## config.mk

```make
export PLATFORM = sky130hd
export DESIGN_NAME = permit_matrix
export DESIGN_NICKNAME = d
export VERILOG_FILES = /design/src/rtl/permit_pkg.sv /design/src/rtl/permit_sync.sv /design/src/rtl/permit_core.sv /design/src/rtl/permit_matrix.sv
export SDC_FILE = /design/constraint.sdc
export NUM_CORES = 1
export LEC_CHECK = 0
export ABC_AREA = 0
export ABC_CLOCK_PERIOD_IN_PS = 2900
export BUFFER_PORTS_ARGS = -buffer_cell sky130_fd_sc_hd__buf_2
export CORE_MARGIN = 4
export CORE_UTILIZATION = 40
export CTS_CLUSTER_DIAMETER = 200
export DETAILED_ROUTE_END_ITERATION = 10
export PLACE_DENSITY = 0.7
export SYNTH_ARGS = -nofsm -noshare
export SYNTH_HDL_FRONTEND = slang
export SYNTH_SLANG_ARGS = --single-unit
export TNS_END_PERCENT = 50
```

## constraint.sdc

```tcl
create_clock -name clk_i -period 2.9 [get_ports clk_i]
set_input_delay 0.29 -clock clk_i [delete_from_list [all_inputs] [get_ports clk_i]]
set_output_delay 0.29 -clock clk_i [all_outputs]
set_load 0.005 [all_outputs]
```

## src/rtl/permit_pkg.sv

```systemverilog
package permit_pkg;
   // Which user groups a controller answers to
   typedef enum logic [1:0] {
      SEL_ALL   = 2'd0,
      SEL_BEAM1 = 2'd1,
      SEL_BEAM2 = 2'd2
   } beam_sel_e;

   localparam int MAX_USERS = 20;
endpackage

```

## src/rtl/permit_sync.sv

```systemverilog
module permit_sync #(
   parameter int          W       = 21,
   parameter int          STAGES  = 2,
   parameter logic [W-1:0] RST_VAL = '1
) (
   input  logic         clk_i,
   input  logic         rst_ni,
   input  logic [W-1:0] d_i,
   output logic [W-1:0] q_o
);
   if (STAGES < 2) begin : g_bad_stages
      $error("permit_sync: STAGES must be at least 2");
   end

   logic [W-1:0] pipe [STAGES];

   for (genvar s = 0; s < STAGES; s++) begin : g_stage
      always_ff @(posedge clk_i or negedge rst_ni) begin
         if (!rst_ni) begin
            pipe[s] <= RST_VAL;
         end else begin
            if (s == 0) pipe[s] <= d_i;
            else        pipe[s] <= pipe[(s == 0) ? 0 : s-1];
         end
      end
   end

   assign q_o = pipe[STAGES-1];
endmodule

```

## src/rtl/permit_core.sv

```systemverilog
module permit_core
   import permit_pkg::*;
#(
   parameter int        N_B1     = 6,
   parameter int        N_BOTH   = 8,
   parameter int        N_B2     = 6,
   parameter logic [N_B1+N_BOTH+N_B2-1:0] MASK_USERS = 'h00C30,
   parameter beam_sel_e BEAM_SEL = SEL_BEAM1
) (
   input  logic                            clk_i,
   input  logic                            rst_ni,
   input  logic [N_B1+N_BOTH+N_B2-1:0]     usr_n_i,
   input  logic                            safe_n_i,
   input  logic                            rearm_i,
   output logic                            permit_o,
   output logic [N_B1+N_BOTH+N_B2-1:0]     snap_o
);
   localparam int N = N_B1 + N_BOTH + N_B2;

   logic [N-1:0] relevant, ignored, counted, bad;
   logic         all_ok;
   logic         permit_q;
   logic [N-1:0] snap_q;

   // Group relevance chosen at build time
   case (BEAM_SEL)
      SEL_BEAM1: begin : g_b1
         assign relevant = {{N_B2{1'b0}}, {(N_BOTH+N_B1){1'b1}}};
      end
      SEL_BEAM2: begin : g_b2
         assign relevant = {{(N_B2+N_BOTH){1'b1}}, {N_B1{1'b0}}};
      end
      default: begin : g_all
         assign relevant = '1;
      end
   endcase

   assign ignored = safe_n_i ? '0 : MASK_USERS;
   assign counted = relevant & ~ignored;
   assign bad     = usr_n_i & counted;
   assign all_ok  = (bad == '0);

   always_ff @(posedge clk_i or negedge rst_ni) begin
      if (!rst_ni) begin
         permit_q <= 1'b0;
         snap_q   <= '0;
      end else if (permit_q && !all_ok) begin
         permit_q <= 1'b0;
         snap_q   <= bad;
      end else if (!permit_q && rearm_i && all_ok) begin
         permit_q <= 1'b1;
         snap_q   <= '0;
      end
   end

   assign permit_o = permit_q;
   assign snap_o   = snap_q;

   AST_LATCH_HOLDS: assert property (@(posedge clk_i) disable iff (!rst_ni)
      (!permit_q && !rearm_i) |=> !permit_q);
   AST_RISE_NEEDS_REARM: assert property (@(posedge clk_i) disable iff (!rst_ni)
      $rose(permit_q) |-> $past(rearm_i));
   AST_FALL_RECORDS: assert property (@(posedge clk_i) disable iff (!rst_ni)
      $fell(permit_q) |-> (snap_q != '0));
   AST_RECORD_HELD: assert property (@(posedge clk_i) disable iff (!rst_ni)
      (!permit_q && !rearm_i) |=> $stable(snap_q));
   AST_RECORD_CLEAR_WHEN_UP: assert property (@(posedge clk_i) disable iff (!rst_ni)
      permit_q |-> (snap_q == '0));
endmodule

```

## src/rtl/permit_matrix.sv

```systemverilog
module permit_matrix
   import permit_pkg::*;
#(
   parameter int        N_B1        = 6,
   parameter int        N_BOTH      = 8,
   parameter int        N_B2        = 6,
   parameter int        SYNC_STAGES = 2,
   parameter logic [N_B1+N_BOTH+N_B2-1:0] MASK_USERS = 'h00C30,
   parameter beam_sel_e BEAM_SEL    = SEL_BEAM1
) (
   input  logic                        clk_i,
   input  logic                        rst_ni,
   input  logic [N_B1+N_BOTH+N_B2-1:0] user_n_i,
   input  logic                        safe_n_i,
   input  logic                        rearm_i,
   output logic                        loop_a_o,
   output logic                        loop_b_o,
   output logic                        permit_n_o,
   output logic [N_B1+N_BOTH+N_B2-1:0] fault_o
);
   localparam int N  = N_B1 + N_BOTH + N_B2;
   localparam int SW = N + 1;

   if (N > MAX_USERS || N < 1) begin : g_bad_count
      $error("permit_matrix: user count out of range");
   end

   logic [SW-1:0] sync_q;
   logic [N-1:0]  usr_s, snap_a, snap_b;
   logic          safe_s, perm_a, perm_b;

   // Fail-safe reset: every line reads as withdrawn, flag not asserted
   permit_sync #(.W(SW), .STAGES(SYNC_STAGES), .RST_VAL('1)) i_sync (
      .clk_i (clk_i),
      .rst_ni(rst_ni),
      .d_i   ({safe_n_i, user_n_i}),
      .q_o   (sync_q)
   );

   assign usr_s  = sync_q[N-1:0];
   assign safe_s = sync_q[N];

   permit_core #(.N_B1(N_B1), .N_BOTH(N_BOTH), .N_B2(N_B2),
                 .MASK_USERS(MASK_USERS), .BEAM_SEL(BEAM_SEL)) i_core_a (
      .clk_i(clk_i), .rst_ni(rst_ni), .usr_n_i(usr_s), .safe_n_i(safe_s),
      .rearm_i(rearm_i), .permit_o(perm_a), .snap_o(snap_a)
   );

   permit_core #(.N_B1(N_B1), .N_BOTH(N_BOTH), .N_B2(N_B2),
                 .MASK_USERS(MASK_USERS), .BEAM_SEL(BEAM_SEL)) i_core_b (
      .clk_i(clk_i), .rst_ni(rst_ni), .usr_n_i(usr_s), .safe_n_i(safe_s),
      .rearm_i(rearm_i), .permit_o(perm_b), .snap_o(snap_b)
   );

   assign loop_a_o   = perm_a;
   assign loop_b_o   = perm_b;
   assign permit_n_o = ~(perm_a & perm_b);
   assign fault_o    = snap_a | snap_b;

   AST_LOOPS_AGREE: assert property (@(posedge clk_i) disable iff (!rst_ni)
      perm_a == perm_b);
   AST_RECORDS_AGREE: assert property (@(posedge clk_i) disable iff (!rst_ni)
      snap_a == snap_b);
endmodule

```

== After elaboration in Yosys (flattened, before gate mapping) ==
Cells that the tools add are included.
Word-level totals
  register bits: 84
  bits of input ports: 24
  output and inout bits: 23
  word-level logic and storage cells: 32
Operators by class
  muxes and demuxes: 9
  bitwise gates (word level): 5
  reduce and logical (&&, ||, !) cells: 12
Operator list (count)
  $mux W20: 4
  $and A20 B14 Y20: 1
  $logic_not A20 Y1: 1
  $or A20 B20 Y20: 1
  $not A14 Y14: 1
  $mux W12: 1
  $logic_and A1 B1 Y1: 6
  $mux W1: 4
  $reduce_bool A2 Y1: 2
  $logic_not A1 Y1: 3
  $and A1 B1 Y1: 1
  $not A1 Y1: 1

== Longest topological paths before layout ==
Gate-level depths: netlist of the first run.
  word-level depth: 7
  depth in mapped cells: 6
  depth with buffers taken out: 4

== Modules after synthesis ==
A second synthesis of the first run with hierarchy kept.
Unflattened totals
  cell total of the unflattened synthesis: 270
  area total of the unflattened synthesis: 3199.3 um^2
Modules (own cells, without submodules)
  permit_core: instances 2, cells each 93, area each 904.6 um^2, seq. area each 375.4 um^2
  permit_sync: instances 1, cells each 63, area each 1261.2 um^2, seq. area each 1103.6 um^2
  permit_matrix: instances 1, cells each 21, area each 128.9 um^2, seq. area each 0.0 um^2

== Worst setup path before layout of the first run ==
OpenSTA, ideal clock, no wires.
  path kind: reg2reg
  from: reg i_sync.pipe, in the netlist i_sync.q_o[7]
  to: reg i_core_a.snap_q[12], in the netlist i_core_a.snap_o[12]
  library setup time: 123 ps
  arrival: 1942 ps
  data required time: 2777 ps
  slack: 835 ps
  cell stages (with the launch flop): 7
  buffers on the path: 2
  clock period less this slack: 2065 ps
  path through: dfstp_2 -> or4_1 -> buf_2 -> nor4_4 -> buf_6 -> a21boi_1 -> o221a_1
On the way
  longest elaborated chain between the ends: 5
Ends and longest elaborated chain
  start: declaration: line permit_sync.sv:15  | logic [W-1:0] pipe [STAGES];
  start signal: indexed assignment: line permit_sync.sv:22  | if (s == 0) pipe[s] <= d_i;
  start signal: indexed assignment: line permit_sync.sv:23  | else pipe[s] <= pipe[(s == 0) ? 0 : s-1];
  $and A20 B14 Y20 (*): line permit_core.sv:40  | assign bad = usr_n_i & counted;
  $logic_not A20 Y1 (*): line permit_core.sv:41  | assign all_ok = (bad == '0);
  $logic_not A1 Y1: line permit_core.sv:47  | end else if (permit_q && !all_ok) begin
  $logic_and A1 B1 Y1: line permit_core.sv:47
  $mux W20 / $reduce_bool A2 Y1 (equally long branches)
  end signal: assignment: line permit_core.sv:46  | snap_q <= '0;
  end signal: assignment: line permit_core.sv:49  | snap_q <= bad;
  end signal: assignment: line permit_core.sv:52  | snap_q <= '0;
  end: declaration: line permit_core.sv:23  | logic [N-1:0] snap_q;
Mark *: on every way between the ends. The rest lies on a longest branch, timed or not.
A chain may end at the register's enable or synchronous reset.

== Worst setup path in the final report of the first run ==
  from: reg i_sync.pipe, in the netlist i_sync.q_o[7]
  to: reg i_core_a.snap_q[0], in the netlist i_core_a.snap_o[0]
Same word-level chain as after synthesis.

==> results of run 1 <==
[cells in the final DEF, fill, tap and decap left out, types with 2 or more instances in the layout]
| cell | instances |
|---|---|
| clkbuf_8 | 12 |
| a31oi_1 | 8 |
| nor2b_1 | 2 |
| o21a_1 | 2 |
| dfstp_2 | 30 |
| or2b_1 | 5 |
| nor3_4 | 2 |
| dfrtp_1 | 30 |
| a21oi_1 | 8 |
| a21boi_1 | 12 |
| or2_2 | 14 |
| o221a_1 | 12 |
| conb_1 | 6 |
| buf_2 | 34 |
| a211oi_1 | 8 |
| clkbuf_1 | 3 |
| nor2_1 | 8 |
| nand2_1 | 5 |
| buf_4 | 2 |
| nor3_1 | 8 |
| o41ai_4 | 2 |
| nand2b_1 | 8 |
[power breakdown]
part	leakage [µW]	switching, µW	internal (µW)	total, µW
sequential	0.000695	31.3	904	935
combinational	0.000404	59.0	61.4	120
clock	0.0000937	291	380	671
[how the worst max path moves through the flow]
stage,from,endpoint,slack [ps],depth (start not counted)
final,i_sync.q_o[7],i_core_a.snap_o[0],630,4
after global placement,i_sync.q_o[7],i_core_a.snap_o[1],680,4
after floorplan,i_sync.q_o[7],i_core_a.snap_o[12],840,6
after global routing,i_sync.q_o[7],i_core_b.snap_o[10],540,5
after detailed placement,i_sync.q_o[7],i_core_a.snap_o[0],650,4
after CTS,i_sync.q_o[7],i_core_b.snap_o[2],630,4
[per-stage QoR]
| stage | instances | total power, µW | utilization |
|---|---|---|---|
| detailed placement | 287 | 1070 | 0.446 |
| global route | 303 | 1820 | 0.477 |
| global placement | 287 | 1070 | 0.446 |
| CTS | 303 | 1750 | 0.477 |
| floorplan | 191 | 1010 | - |
| finish | 303 | 1730 | 0.477 |
[kinds of logic after synthesis]
logic type | after synthesis | share of synthesized area
AND/OR/NAND/NOR | 56 | 0.145
other | 1 | 0.00153
buffers and inverters | 15 | 0.0387
flip-flops | 60 | 0.627
AO/OA/AOI/OAI | 54 | 0.188
[sequential cells by signal, indices dropped and copies added, names as in the netlist]
register	cells
i_sync.q_o	15
i_core_a.snap_o	14
i_core_a.permit_o	1
i_core_b.permit_o	1
i_sync.pipe	15
i_core_b.snap_o	14
[layer usage]
layer	routed length, µm	up-vias
li1	-	742
met1	2020	759
met2	2110	45
met3	294	8
met4	84	0
met5	0	-
[layout make-up]
cell class              instances  area, µm²
well taps                      75       93.8
clock inverters                 1       5.00
repair buffers                 36        185
flip-flops and latches         60       1540
multi-input cells             116        841
fillers                       552       3120
clock buffers                  15        176
==> results.md, run 1 <==
* CTS Buffer Depth at 2
* Core area at 0.00596 mm²
* Clk Latency, worst-skew pair at 330 ps
* Post-synth top area share at 0.321
* N_diodes at 0
* Status: finished, final reports clean
* Cell accounting for the most synthesized area: dfstp_2
* Post-synth EDFFs at 0
* Root buffer cell: clkbuf_8
* Post-DP HPWL at 2890 µm
* GRT busiest layer: met2
* Leak pwr at ~0.0012 µW
* Relative slew slack at 0.446
* Startpoint Class: register
* First DRT Iteration DRCs at 152
* Vias at 1554
* CTS tree: done
* Hold path depth at 1
* Worst Hold Path EP: i_sync.pipe[21]
* Clock sink total at 60
* Crit path buf inv count at 0
* Post-place setup slack at roughly 650 ps
* Die ar. at 0.00746 mm²
* Post-CTS setup buffers at 0
* Fin. max-slew vios at 0
* Nets at 247
* Top Family by Delay on Critical Path: simple AND/OR/NAND/NOR gates
* Yosys reg bits at 60
* Clock edge transition at the registers on the reported setup and hold paths at 60 ps
* Worst Hold Class: in2reg
* Placed cell area at about 0.0027 mm²
* Critical Path Max Stage Delay at 700 ps
* Fin Hold WS at roughly 54 ps
* Remaining global-route overflow at 0
* GPL Wtd Cong at 0.758
* HP Start: user_n_i[0]
* Slowest CP cell: or4_1
* Gr usage total at 0.133
* Fraction of layout cells with a size suffix above 1 at 0.434
* Initial cell density of the core at 0.412
* Critical Path AT at 2460 ps
* CP cell instances: or4_1, or3_1, nor3_4, nor3_1
* Worst R2R Start: i_sync.q_o[7]
* Reg2reg end: i_core_a.snap_o[0]
* Number of routed nets with antenna violations at 0
* Max Clk Rate at about 440 MHz
* Met1 Use GR at 0.179
* Unique masters post-synth at 29
* Wire per inst at between 10 and 15 µm
* Worst Max-Slew Pin Slew at just over 800 ps
* Crit path capture type: register
* Vert. Die Dim at about 86 µm
* Syn avg cell area at roughly 13 µm²
* R2r setup slk at 630 ps
* Top post-synthesis cells by count: dfrtp_1, dfstp_2, or2_2
* Largest net degree at the start of global routing at 61
* Crit-path max FO at 8
* Io pins at 47
* Antenna violations before repair at 0
* Hold Buf Count CTS at 0
* H-tree depth at 3
* Die boundary width at around 86 µm
* Layout area overhead at 15.6%
* Seq/Total Area, Yosys at 0.627
* Post_cts resized at 0
* Tcrit/Tclk final at 0.782
* PortBufs at 34
* Cell area after synthesis at 0.00246 mm²
* Async S/R FF share, synth at 1.00
* PD cells at 608 mW/mm²
* Fin worst setup slack at ~630 ps
* Final non-filler cell area at 0.00284 mm²
* Final count of hold timing violations at 0
* DRC viols at 0
* YS warnings at 0
* Final Critical Period at approximately 2300 ps
* TritonRoute pass-1 iters at 4
* WL final at 4510 µm
* Synth area leaders: dfstp_2, dfrtp_1, o221a_1
* RSZ-0062 raised after global routing: no
* Vias per cell at ~5.1
* VDD IR max at 409 µV
* Setup Viol. Count Final at 0
* Max-cap violations at 0
* Setup_tns at 0 ps
* Synth Flop Type: dfstp_2
* Syn Inst Count at 186
* GR Layer Usage met3 at 0.0523
* First-pass GRT wire length at 7530 µm
* Met2 usage at 0.189
* Cts bufs inserted at 9
* Reg2reg path depth at 4
* Number of global-route vias before repair at 1513
* WP data required at 3090 ps
* Row count at 28
* Worst Path Class, Setup: reg2reg
* Clock Skew at 4.80 ps
Note: power is estimated with default switching activity, not from simulation.
==> run 2: changes to the inputs <==
- ABC_AREA: 0 -> 1
- ABC_CLOCK_PERIOD_IN_PS: 2900 -> 1900
- PLACE_DENSITY: 0.7 -> 0.73
- clock period: 2.9 -> 1.9 ns (I/O delays scaled with it)
==> results.md, run 2 <==
* Die boundary width at 84.0 µm (was 86.4 µm)
* Hold path depth at 3 (was 1)
* Final count of hold timing violations at 0 (unchanged)
* First-pass GRT wire length at 7560 µm (was 7530 µm)
* Critical Path Max Stage Delay at 560 ps (was 700 ps)
* Post-synth EDFFs at 0 (unchanged)
* Nets at 287 (was 247)
* Clock sink total at 60 (unchanged)
* Max-cap violations at 0 (unchanged)
* Fraction of layout cells with a size suffix above 1 at 0.396 (was 0.434)
* Slowest CP cell: dfstp_2 (was or4_1)
* WP data required at 2120 ps (was 3090 ps)
* Fin. max-slew vios at 0 (unchanged)
* Die ar. at 0.00705 mm² (was 0.00746 mm²)
* Top post-synthesis cells by count: nand3_1, nand2_1, dfrtp_1, dfstp_2, or2_2 (was dfrtp_1, dfstp_2, or2_2)
* Post-synth top area share at 0.341 (was 0.321)
* Vias at 1553 (was 1554)
* HP Start: rearm_i (was user_n_i[0])
* VDD IR max at 527 µV (was 409 µV)
* Antenna violations before repair at 0 (unchanged)
* Crit path buf inv count at 0 (unchanged)
* Remaining global-route overflow at 0 (unchanged)
* Syn Inst Count at 207 (was 186)
* Initial cell density of the core at 0.417 (was 0.412)
* Cell area after synthesis at 0.00231 mm² (was 0.00246 mm²)
* Number of routed nets with antenna violations at 0 (unchanged)
* Reg2reg end: i_core_b.snap_o[4] (was i_core_a.snap_o[0])
* Yosys reg bits at 60 (unchanged)
* CP cell instances: nand2_1, nand3_1, nor2_1, nand2_2, nand2_2, nand3_1, nand2_1 (was or4_1, or3_1, nor3_4, nor3_1)
* Vert. Die Dim at 84.0 µm (was 86.4 µm)
* Final Critical Period at 1610 ps (was 2270 ps)
* RSZ-0062 raised after global routing: no (unchanged)
* Worst Hold Path EP: i_core_b.permit_o (was i_sync.pipe[21])
* DRC viols at 0 (unchanged)
* Leak pwr at 0.00139 µW (was 0.00119 µW)
* Critical Path AT at 1830 ps (was 2460 ps)
* Worst Path Class, Setup: reg2reg (unchanged)
* Gr usage total at 0.138 (was 0.133)
* Row count at 27 (was 28)
* CTS tree: done (unchanged)
* Synth Flop Type: dfstp_2 (unchanged)
* Io pins at 47 (unchanged)
* TritonRoute pass-1 iters at 5 (was 4)
* Fin Hold WS at 120 ps (was 53.8 ps)
* Root buffer cell: clkbuf_8 (unchanged)
* Clk Latency, worst-skew pair at 330 ps (about the same)
* Setup Viol. Count Final at 0 (unchanged)
* H-tree depth at 3 (unchanged)
* Number of global-route vias before repair at 1561 (was 1513)
* Worst R2R Start: i_sync.q_o[20] (was i_sync.q_o[7])
* Status: finished, final reports clean (unchanged)
* PortBufs at 34 (unchanged)
* Clock Skew at 8.67 ps (was 4.80 ps)
* CTS Buffer Depth at 2 (unchanged)
* N_diodes at 0 (unchanged)
* Reg2reg path depth at 7 (was 4)
* Most frequent cells in the layout: nand3_1, nand2_1, buf_2 (was buf_2, dfrtp_1, dfstp_2)
* Largest net degree at the start of global routing at 32 (was 61)
* Commonest non-fill, non-tap cell in the layout: nand3_1 (was buf_2)
* Syn avg cell area at 11.2 µm² (was 13.2 µm²)
* Max Clk Rate at 621 MHz (was 441 MHz)
* Vias per cell at 4.57 (was 5.13)
* Unique masters post-synth at 16 (was 29)
* Tcrit/Tclk final at 0.848 (was 0.782)
* Crit path capture type: register (unchanged)
* Top Family by Delay on Critical Path: simple AND/OR/NAND/NOR gates (unchanged)
* Synth area leaders: dfstp_2, dfrtp_1, nand3_1 (was dfstp_2, dfrtp_1, o221a_1)
* Crit-path max FO at 14 (was 8)
* First DRT Iteration DRCs at 127 (was 152)
* Cts bufs inserted at 9 (unchanged)
* Count leader, synth: nand3_1
* R2r setup slk at 290 ps (was 630 ps)
* Clock edge transition at the registers on the reported setup and hold paths at 60 ps (about the same)
* Startpoint Class: register (unchanged)
* WL final at 4310 µm (was 4510 µm)
* Worst Hold Class: in2reg (unchanged)
* Core area at 0.00554 mm² (was 0.00596 mm²)
* Wire per inst at 12.7 µm (was 14.9 µm)
* PD cells at 1010 mW/mm² (was 608 mW/mm²)
* Seq/Total Area, Yosys at 0.666 (was 0.627)
* Layout area overhead at 25.1% (was 15.6%)
* Post-CTS setup buffers at 0 (unchanged)
* Async S/R FF share, synth at 1.00 (unchanged)
* Cell accounting for the most synthesized area: dfstp_2 (unchanged)
* YS warnings at 0 (unchanged)
* GPL Wtd Cong at 0.692 (was 0.758)
* Setup_tns at 0 ps (unchanged)
-- run 2: cell types whose count changed in the layout (fill, tap and decap cells not counted), sizes merged, moves of 8 or more --
cell         delta
a21oi           -8
nand2          +34
a31oi           -8
dlygate4sd3    +16
a211oi          -8
nand2b          -8
nand3          +58
nor3           -10
a21boi         -12
o221a          -12
-- run 2: kinds of logic (layout without fill, tap and decap cells) --
| group | count (synthesis) | count (layout) | synth area share |
|---|---|---|---|
| simple gates | 124 | 124 | 0.258 |
| other cells | 1 | 6 | 0.00162 |
| flops | 60 | 60 | 0.666 |
| buf+inv | 22 | 78 | 0.0742 |
-- run 2: where the power goes --
group | leakage [µW] | total, µW | switching, µW | internal (µW)
Clock | 0.000123 | 1300 | 470 | 835
Sequential | 0.000677 | 1430 | 39.7 | 1390
Combinational | 0.000591 | 190 | 87.5 | 102
Total | 0.00139 | 2920 | 597 | 2320
-- run 2: worst max path at each step --
stage	startpoint	to	slack [ps]	cells past startpoint
floorplan	i_sync.q_o[13]	i_core_a.snap_o[2]	600	7
global placement	i_sync.q_o[20]	i_core_b.snap_o[1]	340	7
detailed placement	i_sync.q_o[20]	i_core_b.snap_o[4]	290	7
CTS	i_sync.q_o[20]	i_core_b.snap_o[4]	280	7
global route	i_sync.q_o[20]	i_core_b.snap_o[1]	120	7
finish	i_sync.q_o[20]	i_core_b.snap_o[4]	290	7
-- run 2: cell type report --
class / count / area [µm²]
clock buffer: 14 / 205
clock inverter: 2 / 35.0
fill: 511 / 2650
inverter: 5 / 18.8
multi-input combinational: 130 / 618
sequential: 60 / 1540
tap: 72 / 90.1
timing repair buffer: 57 / 383
-- run 2: worst reg2reg max path, cell delays in order, from the launching register on --
cell	delay [ps]
dfstp_2	560
nand2_1	90
nand3_1	90
nor2_1	70
nand2_2	230
nand2_2	260
nand3_1	150
nand2_1	60
-- run 2: layer usage --
layer | wire length (µm) | GRT usage | vias to the layer above
met3 | 256 | 0.0543 | 10
met4 | 97 | 0.0614 | 0
met2 | 1950 | 0.207 | 39
met5 | 0 | 0 | -
li1 | - | - | 773
met1 | 2000 | 0.176 | 731
-- run 2: per-stage QoR --
stage               total power (µW)  setup WS [ps]  std cells  area, µm²  utilization
CTS                             2960            282        340       2890        0.521
floorplan                       1530            602        212       2330            -
detailed placement              1620            292        308       2490        0.449
global placement                1610            341        308       2490        0.449
global route                    3050            120        340       2890        0.521
finish                          2920            289        340       2890        0.521
-- run 2: timing repair --
item,CTS,global route
hold endpoints to repair,45,0
hold buffers,16,0
gates resized for setup,0,0
